File: src/rtl/pipe_ctrl_pkg.sv
package pipe_ctrl_pkg;

    localparam int unsigned NUM_STAGES = 5;

    localparam int unsigned S_FETCH = 0;
    localparam int unsigned S_DEC   = 1;
    localparam int unsigned S_EXE   = 2;
    localparam int unsigned S_MEM   = 3;
    localparam int unsigned S_WB    = 4;

    typedef enum logic [1:0] {
        CLS_ALU    = 2'b00,
        CLS_LOAD   = 2'b01,
        CLS_STORE  = 2'b10,
        CLS_BRANCH = 2'b11
    } instr_cls_e;

    typedef enum logic [1:0] {
        PS_EMPTY    = 2'b00,
        PS_FILLING  = 2'b01,
        PS_FULL     = 2'b10,
        PS_DRAINING = 2'b11
    } pipe_state_e;

    // Whether a class does real work in a given stage position.
    function automatic logic stage_used(logic [1:0] cls, int unsigned stg);
        case (stg)
            S_MEM:   return (cls == CLS_LOAD) || (cls == CLS_STORE);
            S_WB:    return (cls == CLS_LOAD) || (cls == CLS_ALU);
            default: return 1'b1;
        endcase
    endfunction

endpackage

File: src/rtl/pipe_slot_shift.sv
module pipe_slot_shift
    import pipe_ctrl_pkg::*;
#(
    parameter int unsigned RD_W = 5
) (
    input  logic                             clk,
    input  logic                             rst,
    input  logic                             in_valid,
    input  logic [1:0]                       in_class,
    input  logic [RD_W-1:0]                  in_rd,
    output logic [NUM_STAGES-1:0]            slot_v,
    output logic [NUM_STAGES-1:0][1:0]       slot_cls,
    output logic [NUM_STAGES-1:0][RD_W-1:0]  slot_rd
);

    typedef struct packed {
        logic [NUM_STAGES-1:0]            v;
        logic [NUM_STAGES-1:0][1:0]       cls;
        logic [NUM_STAGES-1:0][RD_W-1:0]  rd;
    } slots_t;

    slots_t slots_d, slots_q;

    always_comb begin
        slots_d = slots_q;
        // Entry slot: a bubble carries zeroed fields.
        slots_d.v[S_FETCH]   = in_valid;
        slots_d.cls[S_FETCH] = in_valid ? in_class : 2'b00;
        slots_d.rd[S_FETCH]  = in_valid ? in_rd : '0;
        for (int unsigned k = 1; k < NUM_STAGES; k++) begin
            slots_d.v[k]   = slots_q.v[k-1];
            slots_d.cls[k] = slots_q.cls[k-1];
            slots_d.rd[k]  = slots_q.rd[k-1];
        end
    end

    always_ff @(posedge clk) begin
        if (rst) begin
            slots_q <= '0;
        end else begin
            slots_q <= slots_d;
        end
    end

    assign slot_v   = slots_q.v;
    assign slot_cls = slots_q.cls;
    assign slot_rd  = slots_q.rd;

endmodule

File: src/rtl/unit_enable_decode.sv
module unit_enable_decode
    import pipe_ctrl_pkg::*;
#(
    parameter int unsigned RD_W = 5
) (
    input  logic [NUM_STAGES-1:0]            slot_v,
    input  logic [NUM_STAGES-1:0][1:0]       slot_cls,
    input  logic [NUM_STAGES-1:0][RD_W-1:0]  slot_rd,
    output logic                             en_imem_rd,
    output logic                             en_rf_rd,
    output logic                             en_alu,
    output logic                             en_dmem_rd,
    output logic                             en_dmem_wr,
    output logic                             en_rf_wr,
    output logic [RD_W-1:0]                  rf_wr_addr
);

    logic [NUM_STAGES-1:0] busy;

    // A stage claims its unit only for a valid occupant that needs it.
    for (genvar k = 0; k < NUM_STAGES; k++) begin : g_stage
        assign busy[k] = slot_v[k] & stage_used(slot_cls[k], k);
    end

    logic wb_nonzero;

    always_comb begin
        wb_nonzero = |slot_rd[S_WB];
        en_imem_rd = busy[S_FETCH];
        en_rf_rd   = busy[S_DEC];
        en_alu     = busy[S_EXE];
        en_dmem_rd = busy[S_MEM] && (slot_cls[S_MEM] == CLS_LOAD);
        en_dmem_wr = busy[S_MEM] && (slot_cls[S_MEM] == CLS_STORE);
        en_rf_wr   = busy[S_WB] && wb_nonzero;
        rf_wr_addr = en_rf_wr ? slot_rd[S_WB] : '0;
    end

endmodule

File: src/rtl/pipe_status_track.sv
module pipe_status_track
    import pipe_ctrl_pkg::*;
#(
    parameter int unsigned CNT_W = 16
) (
    input  logic                  clk,
    input  logic                  rst,
    input  logic [NUM_STAGES-1:0] slot_v,
    output logic [1:0]            pipe_state,
    output logic                  retire,
    output logic [CNT_W-1:0]      retire_count
);

    typedef struct packed {
        logic [CNT_W-1:0] cnt;
    } trk_t;

    trk_t trk_d, trk_q;
    pipe_state_e state_c;

    always_comb begin
        trk_d     = trk_q;
        trk_d.cnt = trk_q.cnt + CNT_W'(slot_v[S_WB]);

        if (slot_v == '0) begin
            state_c = PS_EMPTY;
        end else if (&slot_v) begin
            state_c = PS_FULL;
        end else if (slot_v[S_FETCH]) begin
            state_c = PS_FILLING;
        end else begin
            state_c = PS_DRAINING;
        end
    end

    always_ff @(posedge clk) begin
        if (rst) begin
            trk_q <= '0;
        end else begin
            trk_q <= trk_d;
        end
    end

    assign pipe_state   = state_c;
    assign retire       = slot_v[S_WB];
    assign retire_count = trk_q.cnt;

endmodule

File: src/rtl/pipe_ctrl_seq.sv
module pipe_ctrl_seq
    import pipe_ctrl_pkg::*;
#(
    parameter int unsigned RD_W  = 5,
    parameter int unsigned CNT_W = 16
) (
    input  logic              clk,
    input  logic              rst,
    input  logic              in_valid,
    input  logic [1:0]        in_class,
    input  logic [RD_W-1:0]   in_rd,
    output logic              en_imem_rd,
    output logic              en_rf_rd,
    output logic              en_alu,
    output logic              en_dmem_rd,
    output logic              en_dmem_wr,
    output logic              en_rf_wr,
    output logic [RD_W-1:0]   rf_wr_addr,
    output logic [1:0]        pipe_state,
    output logic              retire,
    output logic [CNT_W-1:0]  retire_count
);

    logic [NUM_STAGES-1:0]            slot_v;
    logic [NUM_STAGES-1:0][1:0]       slot_cls;
    logic [NUM_STAGES-1:0][RD_W-1:0]  slot_rd;

    pipe_slot_shift #(.RD_W(RD_W)) u_slots (
        .clk      (clk),
        .rst      (rst),
        .in_valid (in_valid),
        .in_class (in_class),
        .in_rd    (in_rd),
        .slot_v   (slot_v),
        .slot_cls (slot_cls),
        .slot_rd  (slot_rd)
    );

    unit_enable_decode #(.RD_W(RD_W)) u_dec (
        .slot_v     (slot_v),
        .slot_cls   (slot_cls),
        .slot_rd    (slot_rd),
        .en_imem_rd (en_imem_rd),
        .en_rf_rd   (en_rf_rd),
        .en_alu     (en_alu),
        .en_dmem_rd (en_dmem_rd),
        .en_dmem_wr (en_dmem_wr),
        .en_rf_wr   (en_rf_wr),
        .rf_wr_addr (rf_wr_addr)
    );

    pipe_status_track #(.CNT_W(CNT_W)) u_trk (
        .clk          (clk),
        .rst          (rst),
        .slot_v       (slot_v),
        .pipe_state   (pipe_state),
        .retire       (retire),
        .retire_count (retire_count)
    );

endmodule

File: config.mk
export PLATFORM = sky130hd
export DESIGN_NAME = pipe_ctrl_seq
export DESIGN_NICKNAME = d
export VERILOG_FILES = /design/src/rtl/pipe_ctrl_pkg.sv /design/src/rtl/pipe_slot_shift.sv /design/src/rtl/unit_enable_decode.sv /design/src/rtl/pipe_status_track.sv /design/src/rtl/pipe_ctrl_seq.sv
export SDC_FILE = /design/constraint.sdc
export NUM_CORES = 1
export LEC_CHECK = 0
export BUFFER_PORTS_ARGS = -buffer_cell sky130_fd_sc_hd__buf_2
export CORE_MARGIN = 2
export CORE_UTILIZATION = 35
export CTS_CLUSTER_DIAMETER = 150
export DETAILED_ROUTE_END_ITERATION = 12
export GPL_TIMING_DRIVEN = 0
export MAX_ROUTING_LAYER = met4
export PLACE_DENSITY = 0.57
export SKIP_LAST_GASP = 1
export SYNTH_ARGS = -nofsm -noshare
export SYNTH_HDL_FRONTEND = slang
export SYNTH_HIERARCHICAL = 1
export SYNTH_SLANG_ARGS = --single-unit
File: constraint.sdc
create_clock -name clk -period 4.1 [get_ports clk]
set_input_delay 0.205 -clock clk [delete_from_list [all_inputs] [get_ports clk]]
set_output_delay 0.205 -clock clk [all_outputs]
set_load 0.03 [all_outputs]
# After elaboration in Yosys (flattened, before gate mapping)
# Cells that the tools add are included.
totals:
  ff_bits: 56
  latchBits: 0
  ram_bits: 0
  rom_bits: 0
  input_bits: 10
  output_inout_bits: 30
  wordCells: 33
  n_memories: 0
classes:
  n_addsub: 1
  multipliers: 0
  n_div: 0
  magnitude_cmp: 0
  eq_ne: 3
  n_shift: 0
  n_mux: 4
  n_bitwise: 3
  reduce_logical: 10
ops:
  columns: ["op", "n"]
  rows:
  - ["adder 16 x 1 -> 16 bit", 1]
  - ["two-way mux 2 bit", 3]
  - ["logical NOT 5 bit", 1]
  - ["two-way mux 5 bit", 1]
  - ["AND reduction 5 bit", 1]
  - ["OR reduction 5 bit", 1]
  - ["equality test 2 x 1 -> 1 bit (second input constant)", 2]
  - ["logical AND 1 bit", 3]
  - ["bitwise AND 1 bit", 2]
  - ["equality test 2 bit (second input constant)", 1]
  - ["logical NOT 2 bit", 1]
  - ["logical OR 1 bit", 2]
  - ["OR reduction 2 bit", 1]
  - ["NOT 1 bit", 1]

# Logic depth before layout (Yosys ltp)
depth:
  word_depth: 5
  depth_mapped: 5
  mapped_depth_nobuf: 5

# Modules after synthesis
# Netlist, hierarchy kept.
modules_own_cells:
  columns: ["mod", "n_inst", "cells_each", "area_per_inst_um2", "seq_area_each_um2"]
  rows:
  - ["pipe_slot_shift", 1, 84, 1094.8, 800.8]
  - ["pipe_status_track", 1, 92, 800.8, 320.3]
  - ["unit_enable_decode", 1, 18, 122.6, 0.0]

# Least setup slack after synthesis
# Ideal clock, no wire load.
synth_path:
  path_kind: "register -> register"
  startpoint: "register u_trk.trk_q (netlist bit u_trk/retire_count[0])"
  endpoint: "register u_trk.trk_q (netlist bit u_trk/retire_count[12])"
  setup_time_ps: 121
  t_arrival_ps: 1776
  required_ps: 3979
  setup_slack_ps: 2203
  stages_incl_launch_ff: 6
  n_path_buf: 0
  synth_period_minus_slack_ps: 1897
  path_cell_list: "dfxtp_1 > ha_1 > ha_1 > nand4_1 > nor4_1 > mux2_2"
synth_via:
  elab_chain_cells: 1
synth_lines:
  columns: ["element", "line_no", "text"]
  rows:
  - ["from (decl)", "pipe_status_track.sv:18", "trk_t trk_d, trk_q;"]
  - ["from (signal assigned)", "pipe_status_track.sv:40", "trk_q <= trk_d;"]
  - ["adder 16 x 1 -> 16 bit", "pipe_status_track.sv:23", "trk_d.cnt = trk_q.cnt + CNT_W'(slot_v[S_WB]);"]
# Every way passes these cells.
# A chain may end at the register's enable or synchronous reset.

# Worst setup path in the final report
layout_path:
  startpoint: "register u_slots.slots_q (netlist bit u_slots/slot_v[4])"
  endpoint: "register u_trk.trk_q (netlist bit u_trk/retire_count[12])"
layout_via:
  elab_chain_cells: 1
layout_lines:
  columns: ["element", "line_no", "text"]
  rows:
  - ["from (decl)", "pipe_slot_shift.sv:22", "slots_t slots_d, slots_q;"]
  - ["from (signal assigned)", "pipe_slot_shift.sv:41", "slots_q <= slots_d;"]
  - ["adder 16 x 1 -> 16 bit", "pipe_status_track.sv:23", null]
# Every way passes these cells.

==> impl_metrics.ini <==
[status]
status = finished clean

[floorplanning]
ioPinCount = 40
fp.dieW_um = 79.4
rows = 27
die_area_um2 = 6310
die_y_um = 79.4
coreArea_um2 = 5510
start_util_pct = 36.2

[sta]
min_period_ns = 2.08
rsz0062_at_grt = no
drv_slew = 0
fin_tns_setup_ns = 0
tightest_slew_ns = 0.446
fin_skew_ns = 0.00297
whs_ns = 0.140
period_share_pct = 50.8
hold_viol = 0
fmax_mhz = 480
setup_violations = 0
slew_headroom_pct = 70.3

[synthesis]
postSynthAreaPerCell_um2 = 10.4
syn_area_um2 = 1990
synth_nets = 207
ys_warn_count = 6
syn_inst = 192

[pwr]
p_seq_share_pct = 62.0
pwr-share-clk_pct = 33.8
comb_power_share_pct = 4.3
power.density_nw_per_um2 = 371
power_switching_uw = 198
p_int_uw = 681
switching_share_pct = 22.5
power.total_uw = 879
vdd_ir_drop_max_v = 0.000160
leakage_nw = 1.06

[route]
dr.pass1.iters = 4
vias = 1335
wirelength_um = 3270
drt-initial-drc-count = 67
drtAntennaViolNets = 0
avgViaCountPerCell = 4.29
wl_per_cell_um = 10.5
drc = 0

[global_routing]
grt_start_max_net_pins = 18
grt_pass1_wl_um = 5640
antenna_found_initial = 0
grt_usage_pct = 11.8
grt_remaining_overflow = 0
grt_pass1_vias = 1196

[placed_design]
gp_congestion = 0.772
dp_cells = 303
io_buffers = 39
dp_hpwl_um = 2320

[worst_setup_path]
worst-path-stages = 5
path_cells = ha_1, ha_1, nand4_1, nor4_1, mux2_2
slowest_delay_ns = 0.47
startpoint_type = flop
cp_common_cell = ha_1
r2r-start = u_slots/slot_v[4]$_SDFF_PP0_
crit_slowest_cell = dfxtp_1
crit_type = reg -> reg
r2r_slack_ns = 2.02
endpoint_kind = flop
worst-r2r-cell-count = 5
r2r_end = u_trk/retire_count[12]$_SDFF_PP0_
worstPathArrival_ns = 2.28
critPathBufInv = 0
path_delay_family = simple AND/OR/NAND/NOR gates
required_ns = 4.30
cp_max_fo = 6

[clocking]
clock_latency_ns = 0.30
clock_path_buffers = 2
cts_buffers = 5
path_clk_slew_ns = 0.10
cts_sinks = 55
cts-hold-fix-buffers = 0
ctsResizeCount = 0
tritoncts = yes
cts_root_buffer = clkbuf_8
postCtsSetupBuffers = 0
cts_max_level = 2

[run]
maxCapViolCount = 0

[finish]
antenna_cells = 0
fillers = 533
drive_gt1_share_pct = 25.5
layout_commonest_cell = dfxtp_1
area_growth_pct = 18.8
instances_no_fill = 311
layout_common_cells = dfxtp_1, buf_2, nor2b_1
nNetsFinal = 253

[hold_path]
min_to = u_slots/slot_cls[0]$_SDFF_PP0_
hold_class = in -> reg
min_from = in_class[0]
hold_depth = 2
-- power by group through the flow --
stage	combinational, mW	clock (mW)	sequential [mW]
floorplan	0.0259	0	0.557
global placement	0.0379	0	0.557
detailed placement	0.0383	0	0.558
CTS	0.0384	0.307	0.545
global route	0.0427	0.330	0.546
finish	0.0375	0.297	0.545
-- flip-flops by register name, indices dropped and copies added, names as in the netlist --
register,flops
u_trk/retire_count,16
u_slots/slot_v,5
u_slots/slot_cls,9
u_slots/slot_rd,25
-- area by class of cell --
type,instances,area [um2],area share (%)
flip-flops and latches,55,1100,46.5
multi-input cells,122,808,34.1
repair buffers,39,195,8.25
well taps,72,90.1,3.81
clock buffers,6,72.6,3.07
plain buffers,10,63.8,2.70
inverters,5,18.8,0.793
clock inverters,2,17.5,0.740
-- routing by layer --
layer	wire, um	global-route usage (%)	up-vias
met5	0	-	-
met4	59	5.17	0
li1	-	-	727
met2	1280	15.0	31
met1	1730	16.7	571
met3	202	4.07	6
-- per-stage QoR --
step                      cell area, um2  setup WS, ns  util, %
after floorplan                     1990          2.20        -
after global placement              2280          2.09     41.4
after detailed placement            2280          2.08     41.4
after CTS                           2370          2.07     43.0
after global routing                2370          1.94     43.0
final                               2370          2.02     43.0
-- worst max path at each step --
stage	from	to	slack (ns)
floorplan	u_trk/retire_count[0]$_SDFF_PP0_	u_trk/retire_count[12]$_SDFF_PP0_	2.20
global placement	u_slots/slot_v[4]$_SDFF_PP0_	u_trk/retire_count[12]$_SDFF_PP0_	2.09
detailed placement	u_slots/slot_v[4]$_SDFF_PP0_	u_trk/retire_count[12]$_SDFF_PP0_	2.08
CTS	u_slots/slot_v[4]$_SDFF_PP0_	u_trk/retire_count[12]$_SDFF_PP0_	2.07
global route	u_slots/slot_v[4]$_SDFF_PP0_	u_trk/retire_count[14]$_SDFF_PP0_	1.94
finish	u_slots/slot_v[4]$_SDFF_PP0_	u_trk/retire_count[12]$_SDFF_PP0_	2.02
-- worst reg2reg max path, cell delays in order (launching register included) --
cell and delay (ns):
dfxtp_1 0.47, ha_1 0.25, ha_1 0.24, nand4_1 0.26, nor4_1 0.39, mux2_2 0.37
(Power assumes the default switching activity.)
